==> config.mk <==
export PLATFORM = sky130hd
export DESIGN_NAME = i2d_pair_cvt
export DESIGN_NICKNAME = d
export VERILOG_FILES = /design/src/rtl/i2d_pkg.sv /design/src/rtl/i2d_lane.sv /design/src/rtl/i2d_gate.sv /design/src/rtl/i2d_pair_cvt.sv
export SDC_FILE = /design/constraint.sdc
export NUM_CORES = 1
export LEC_CHECK = 0
export ABC_AREA = 1
export ABC_CLOCK_PERIOD_IN_PS = 7300
export BUFFER_PORTS_ARGS = -buffer_cell sky130_fd_sc_hd__buf_4
export CORE_MARGIN = 1
export CORE_UTILIZATION = 49
export DETAILED_ROUTE_END_ITERATION = 6
export PLACE_DENSITY = 0.72
export SLEW_MARGIN = 10
export SYNTH_ARGS = -nofsm -noshare
export SYNTH_HDL_FRONTEND = slang
export SYNTH_SLANG_ARGS = --single-unit
==> constraint.sdc <==
create_clock -name clk -period 7.3 [get_ports clk]
set_input_delay 1.095 -clock clk [delete_from_list [all_inputs] [get_ports clk]]
set_output_delay 1.095 -clock clk [all_outputs]
set_load 0.02 [all_outputs]
==> src/rtl/i2d_pkg.sv <==
package i2d_pkg;
  localparam int DP_W      = 64;
  localparam int DP_EXP_W  = 11;
  localparam int DP_FRAC_W = 52;
  localparam int DP_BIAS   = 1023;
  localparam int STK_TOP_W = 3;
  localparam int STK_TAG_W = 16;

  typedef enum logic [1:0] {
    FLT_NONE   = 2'd0,
    FLT_UNDEF  = 2'd1,
    FLT_NODEV  = 2'd2,
    FLT_FPPEND = 2'd3
  } flt_e;
endpackage

==> src/rtl/i2d_lane.sv <==
module i2d_lane
  import i2d_pkg::*;
#(
  parameter int INT_W = 32
) (
  input  logic [INT_W-1:0] int_i,
  output logic [DP_W-1:0]  dbl_o
);
  localparam int MAG_W = INT_W + 1;
  localparam int IDX_W = $clog2(MAG_W);
  localparam int SIG_W = DP_FRAC_W + 1;

  logic                 neg;
  logic [MAG_W-1:0]     sx;
  logic [MAG_W-1:0]     mag;
  logic [IDX_W-1:0]     lead;
  logic [SIG_W-1:0]     wide;
  logic [SIG_W-1:0]     shifted;
  logic [5:0]           shamt;
  logic [DP_EXP_W-1:0]  expo;
  logic [DP_FRAC_W-1:0] frac;

  always_comb begin
    neg  = int_i[INT_W-1];
    sx   = {int_i[INT_W-1], int_i};
    mag  = neg ? (~sx + 1'b1) : sx;
    lead = '0;
    for (int i = 0; i < MAG_W; i++) begin
      if (mag[i]) lead = IDX_W'(i);
    end
    wide    = SIG_W'(mag);
    shamt   = 6'(DP_FRAC_W) - 6'(lead);
    shifted = wide << shamt;
    frac    = shifted[DP_FRAC_W-1:0];
    expo    = DP_EXP_W'(DP_BIAS) + DP_EXP_W'(lead);
    dbl_o   = (int_i == '0) ? '0 : {neg, expo, frac};
  end

  always_comb begin
    if (int_i == '0) begin
      assert_zero_plus_R2: assert (dbl_o == '0);
    end else begin
      assert_sign_R2: assert (dbl_o[DP_W-1] == int_i[INT_W-1]);
      assert_exp_range_R2: assert (dbl_o[DP_W-2:DP_FRAC_W] >= DP_EXP_W'(DP_BIAS) &&
                                   dbl_o[DP_W-2:DP_FRAC_W] <= DP_EXP_W'(DP_BIAS + INT_W - 1));
    end
  end
endmodule

==> src/rtl/i2d_gate.sv <==
module i2d_gate
  import i2d_pkg::*;
(
  input  logic emul_i,
  input  logic osxs_i,
  input  logic feat_i,
  input  logic tsw_i,
  input  logic pend_i,
  output flt_e code_o
);
  logic [2:0] grant;
  logic       want_ud;

  always_comb begin
    want_ud  = emul_i | ~osxs_i | ~feat_i;
    grant[0] = want_ud;
    grant[1] = ~want_ud & tsw_i;
    grant[2] = ~want_ud & ~tsw_i & pend_i;
    unique case (1'b1)
      grant[0]: code_o = FLT_UNDEF;
      grant[1]: code_o = FLT_NODEV;
      grant[2]: code_o = FLT_FPPEND;
      default:  code_o = FLT_NONE;
    endcase
  end

  always_comb begin
    assert_single_grant_R8: assert ($onehot0(grant));
  end
endmodule

==> src/rtl/i2d_pair_cvt.sv <==
module i2d_pair_cvt
  import i2d_pkg::*;
#(
  parameter int LANES = 2,
  parameter int INT_W = 32
) (
  input  logic                   clk,
  input  logic                   rst_n,
  input  logic                   in_valid,
  output logic                   in_ready,
  input  logic [LANES*INT_W-1:0] in_src,
  input  logic                   in_emul,
  input  logic                   in_osxs,
  input  logic                   in_feat,
  input  logic                   in_tsw,
  input  logic                   in_fp_pend,
  input  logic [STK_TOP_W-1:0]   in_stk_top,
  input  logic [STK_TAG_W-1:0]   in_stk_tag,
  output logic                   out_valid,
  input  logic                   out_ready,
  output logic [LANES*DP_W-1:0]  out_res,
  output logic [STK_TOP_W-1:0]   out_stk_top,
  output logic [STK_TAG_W-1:0]   out_stk_tag,
  output logic [1:0]             out_fault
);
  localparam int RES_W = LANES * DP_W;

  logic [RES_W-1:0] lane_dbl;
  flt_e             code;
  logic             accept;

  for (genvar g = 0; g < LANES; g++) begin : g_lane
    i2d_lane #(.INT_W(INT_W)) u_lane (
      .int_i(in_src[g*INT_W +: INT_W]),
      .dbl_o(lane_dbl[g*DP_W +: DP_W])
    );
  end

  i2d_gate u_gate (
    .emul_i(in_emul),
    .osxs_i(in_osxs),
    .feat_i(in_feat),
    .tsw_i (in_tsw),
    .pend_i(in_fp_pend),
    .code_o(code)
  );

  assign in_ready = ~out_valid | out_ready;
  assign accept   = in_valid & in_ready;

  always_ff @(posedge clk) begin
    if (!rst_n) begin
      out_valid   <= 1'b0;
      out_res     <= '0;
      out_stk_top <= '0;
      out_stk_tag <= '0;
      out_fault   <= FLT_NONE;
    end else if (accept) begin
      out_valid <= 1'b1;
      out_fault <= code;
      if (code == FLT_NONE) begin
        out_res     <= lane_dbl;
        out_stk_top <= '0;
        out_stk_tag <= '0;
      end else begin
        out_res     <= '0;
        out_stk_top <= in_stk_top;
        out_stk_tag <= in_stk_tag;
      end
    end else if (out_ready) begin
      out_valid <= 1'b0;
    end
  end

  assert_hold_R9: assert property (@(posedge clk) disable iff (!rst_n)
    out_valid && !out_ready |=> out_valid && $stable(out_res) && $stable(out_fault)
      && $stable(out_stk_top) && $stable(out_stk_tag));

  assert_fault_blocks_R5: assert property (@(posedge clk) disable iff (!rst_n)
    out_valid && out_fault != FLT_NONE |-> out_res == '0);

  assert_stack_clear_R4: assert property (@(posedge clk) disable iff (!rst_n)
    out_valid && out_fault == FLT_NONE |-> out_stk_top == '0 && out_stk_tag == '0);

  assert_undef_R6: assert property (@(posedge clk) disable iff (!rst_n)
    accept && (in_emul || !in_osxs || !in_feat) |=> out_fault == FLT_UNDEF);

  assert_nodev_R7: assert property (@(posedge clk) disable iff (!rst_n)
    accept && !in_emul && in_osxs && in_feat && in_tsw |=> out_fault == FLT_NODEV);

  assert_latency_R10: assert property (@(posedge clk) disable iff (!rst_n)
    accept |=> out_valid);
endmodule

==> results.cfg <==
[synth]
ys_types = 54
synthXorXnorAreaFrac_pct = 3.75
synth-async-reset-ratio_pct = 0
syn-mean-instance-area_um2 = 5.78
synth_simple_gate_area_share_pct = 50.9
synth.top_cell.area_share_pct = 25.2
synth_edf_count = 0
ys_seq_area_share_pct = 25.2
synth_ff_type = dfxtp_1
syn_nets = 2159
yosysMostFrequentCell = nand2_1
synth-seq-cells = 150
netlist_top_cells_count = nand2_1, nand3_1, inv_1, dfxtp_1, nor2_1
synth_compound_area_share_pct = 9.50
synth_top_family_by_area = simple AND/OR/NAND/NOR gates
syn_inst = 2061
synth_area_leaders = dfxtp_1, nand3_1, nand2_1, inv_1, a21oi_1
synth_area_um2 = 11900
synth_fa_ha_area_share_pct = 0.630
muxShareOfSynthArea_pct = 0
yosys_warnings = 0
synth_area_leader_cell = dfxtp_1

[global_route]
gr-usage-met2_pct = 62.3
grt_start_max_net_pins = 104
grt_use_met1_pct = 38.9
grt_pass1_vias = 13400
grt_pass1_wl_um = 67700
grt_overflow = 0
grt.met3_usage_pct = 5.23
grt_busiest_layer = met2
antenna_found_initial = 0
grt_usage_pct = 34.6

[drt]
drc_errors = 0
drt_iter0_drc = 1384
avgViaCountPerCell = 5.65
vias = 14500
routed_wl_um = 43700
detail_route.first_pass.iterations = 6
drtAntennaViolNets = 0
wire_per_inst_um = 17.1

[sta]
skew_ns = 0.0193
tightest_slew_ns = 1.21
rsz0062_at_grt = no
final_max_slew_viol_count = 0
report.final.setup_viol = 0
max_freq_ghz = 0.163
slew_headroom_pct = 19.3
setup_tns_ns = 0
hold_viol = 0
fin_crit_ns = 6.15
worst_hold_slack_ns = 0.441
final.period_utilization_pct = 84.3

[clocking]
ctsHoldBuffers = 0
clockBufferDepth = 2
cts_buffers = 17
cts_resized = 0
cts_root_buffer = clkbuf_16
path_clk_slew_ns = 0.07
htreeDepth = 4
cts.sinks = 150
cts_tree = yes
post_cts_buffers = 0
clock_latency_ns = 0.43

[critical_path]
critPathLaunchType = input pin
worstSetupPathType = in2reg
ff2ff_setup_slack_ns = 2.42
critical_path_arrival_ns = 6.41
crit_required_ns = 7.56
ff2ff_path_depth = 13
end_kind = flip-flop
reg2reg_to = out_res[90]
crit_fanout = 39
r2r-start = out_valid

[placed_design]
port_buffers = 242
place_inst = 2524
placed_area_um2 = 13700
gp_congestion = 0.973
dp_hpwl_um = 32900

[hold_path]
min_to = out_res[71]
hold_path.class = reg2reg
hold_depth = 2
hp-start = out_res[71]

[final_layout]
fin_cells = 2556
fillers = 2446
stdcell_area_um2 = 14300
antenna_cells = 0
area_growth_pct = 20.4
layout-drive-gt1-share_pct = 16.0
final_util_pct = 60.6
fin_nets = 2322

[floorplanning]
die_h_um = 158
dieArea_um2 = 24900
row_count = 56
core_area_um2 = 23700
start_util_pct = 50.3
ios = 243
die_w_um = 158

[pwr]
p_seq_share_pct = 28.4
peakVddDrop_mv = 0.154
leakage_nw = 6.82
power_density_nw_per_um2 = 209
pwr-share-clk_pct = 29.8
pwr-share-comb_pct = 41.7
p_int_mw = 1.69
switching_share_pct = 43.5
p_sw_mw = 1.30

[flow_run]
cap_violations = 0

[outcome]
status = complete, no violations
-- cell families after synthesis --
kind of cell	count (synthesis)
flops	150
fa+ha+maj	6
xor+xnor	48
compound gates	212
buf+inv	293
simple gates	1352
-- routing by layer --
metal / share of wire [%] / wire length, µm / vias up
met5: 0 / 0 / -
met4: 5.3 / 2320 / 0
met3: 5.4 / 2360 / 146
met2: 50 / 21900 / 529
met1: 39 / 17000 / 6647
li1: - / - / 7129
-- power groups by stage --
| stage | sequential, mW | clock [mW] | combinational (mW) |
|---|---|---|---|
| finish | 0.852 | 0.895 | 1.25 |
| global route | 0.854 | 0.938 | 1.39 |
| CTS | 0.851 | 0.900 | 1.23 |
| detailed placement | 0.870 | 0 | 1.22 |
| global placement | 0.870 | 0 | 1.22 |
| floorplan | 0.893 | 0 | 0.851 |
-- flip-flops by register name, summed over array words and instances (netlist names) --
register     count
out_res        128
out_stk_tag     16
out_stk_top      3
out_fault        2
out_valid        1
-- worst max path at each step --
stage	startpoint	to	slack [ns]	cells after the start
global placement	in_src[32]	out_res[115]	1.17	38
CTS	in_src[32]	out_res[111]	1.28	25
detailed placement	in_src[32]	out_res[111]	0.85	25
finish	in_src[32]	out_res[111]	1.15	25
floorplan	in_src[1]	out_res[48]	2.43	32
global route	in_src[32]	out_res[111]	0.71	38
-- placed cells by master (no fill, tap or decap), types with 2 or more instances in the layout --
cell type | synthesis | routed
a21o_1 | 2 | 2
a21oi_1 | 106 | 106
a31oi_1 | 15 | 15
and2_1 | 4 | 4
buf_4 | 7 | 257
clkbuf_16 | 0 | 17
clkinv_1 | 5 | 5
clkinv_8 | 0 | 2
clkinvlp_4 | 0 | 3
dfxtp_1 | 150 | 150
ha_1 | 6 | 6
inv_1 | 153 | 152
inv_2 | 20 | 20
inv_6 | 1 | 4
inv_8 | 0 | 6
nand2_1 | 609 | 608
nand2_2 | 6 | 6
nand2_4 | 2 | 3
nand3_1 | 485 | 485
nand3_2 | 4 | 4
nand3b_1 | 3 | 3
nand4_1 | 41 | 41
nor2_1 | 139 | 139
nor2_2 | 8 | 8
nor2_4 | 5 | 5
nor3_1 | 26 | 26
nor3_2 | 4 | 4
nor4_1 | 4 | 4
o21ai_0 | 60 | 60
o21ai_1 | 17 | 17
o31ai_1 | 3 | 3
or2_1 | 2 | 2
or2_2 | 3 | 3
xnor2_1 | 2 | 2
xor2_1 | 44 | 44
-- critical path: stages --
cell and delay, ns:
buf_4 0.12, inv_1 0.09, ha_1 0.22, nand4_1 0.16, nor2_1 0.15, nand2_1 0.11
nor2_2 0.11, nand4_1 0.14, nor2_1 0.15, inv_2 0.07, nor3b_2 0.21, nor2_1 0.08
xor2_1 0.47, a21oi_1 0.17, a21oi_1 0.46, ha_1 0.33, buf_4 0.25, inv_1 0.91
o21ai_0 0.45, nand3_1 0.17, nand3_1 0.17, nand3_1 0.13, nand2_1 0.06, inv_1 0.06
a21oi_1 0.06
-- final cells by class --
type,count,area (µm²),area share (%)
clock buffer,17,425,2.97
clock inverter,15,179,1.25
inverter,180,684,4.77
multi-input combinational,1618,7720,53.8
sequential,150,3000,20.9
tap,319,399,2.78
timing repair buffer,257,1930,13.5
-- through the flow --
step	setup slack (ns)	power, mW
after detailed placement	0.848	2.09
after floorplan	2.43	1.74
after global routing	0.715	3.18
after CTS	1.28	2.98
final	1.15	3.00
after global placement	1.17	2.09
Power figures use the tool's default switching activity.
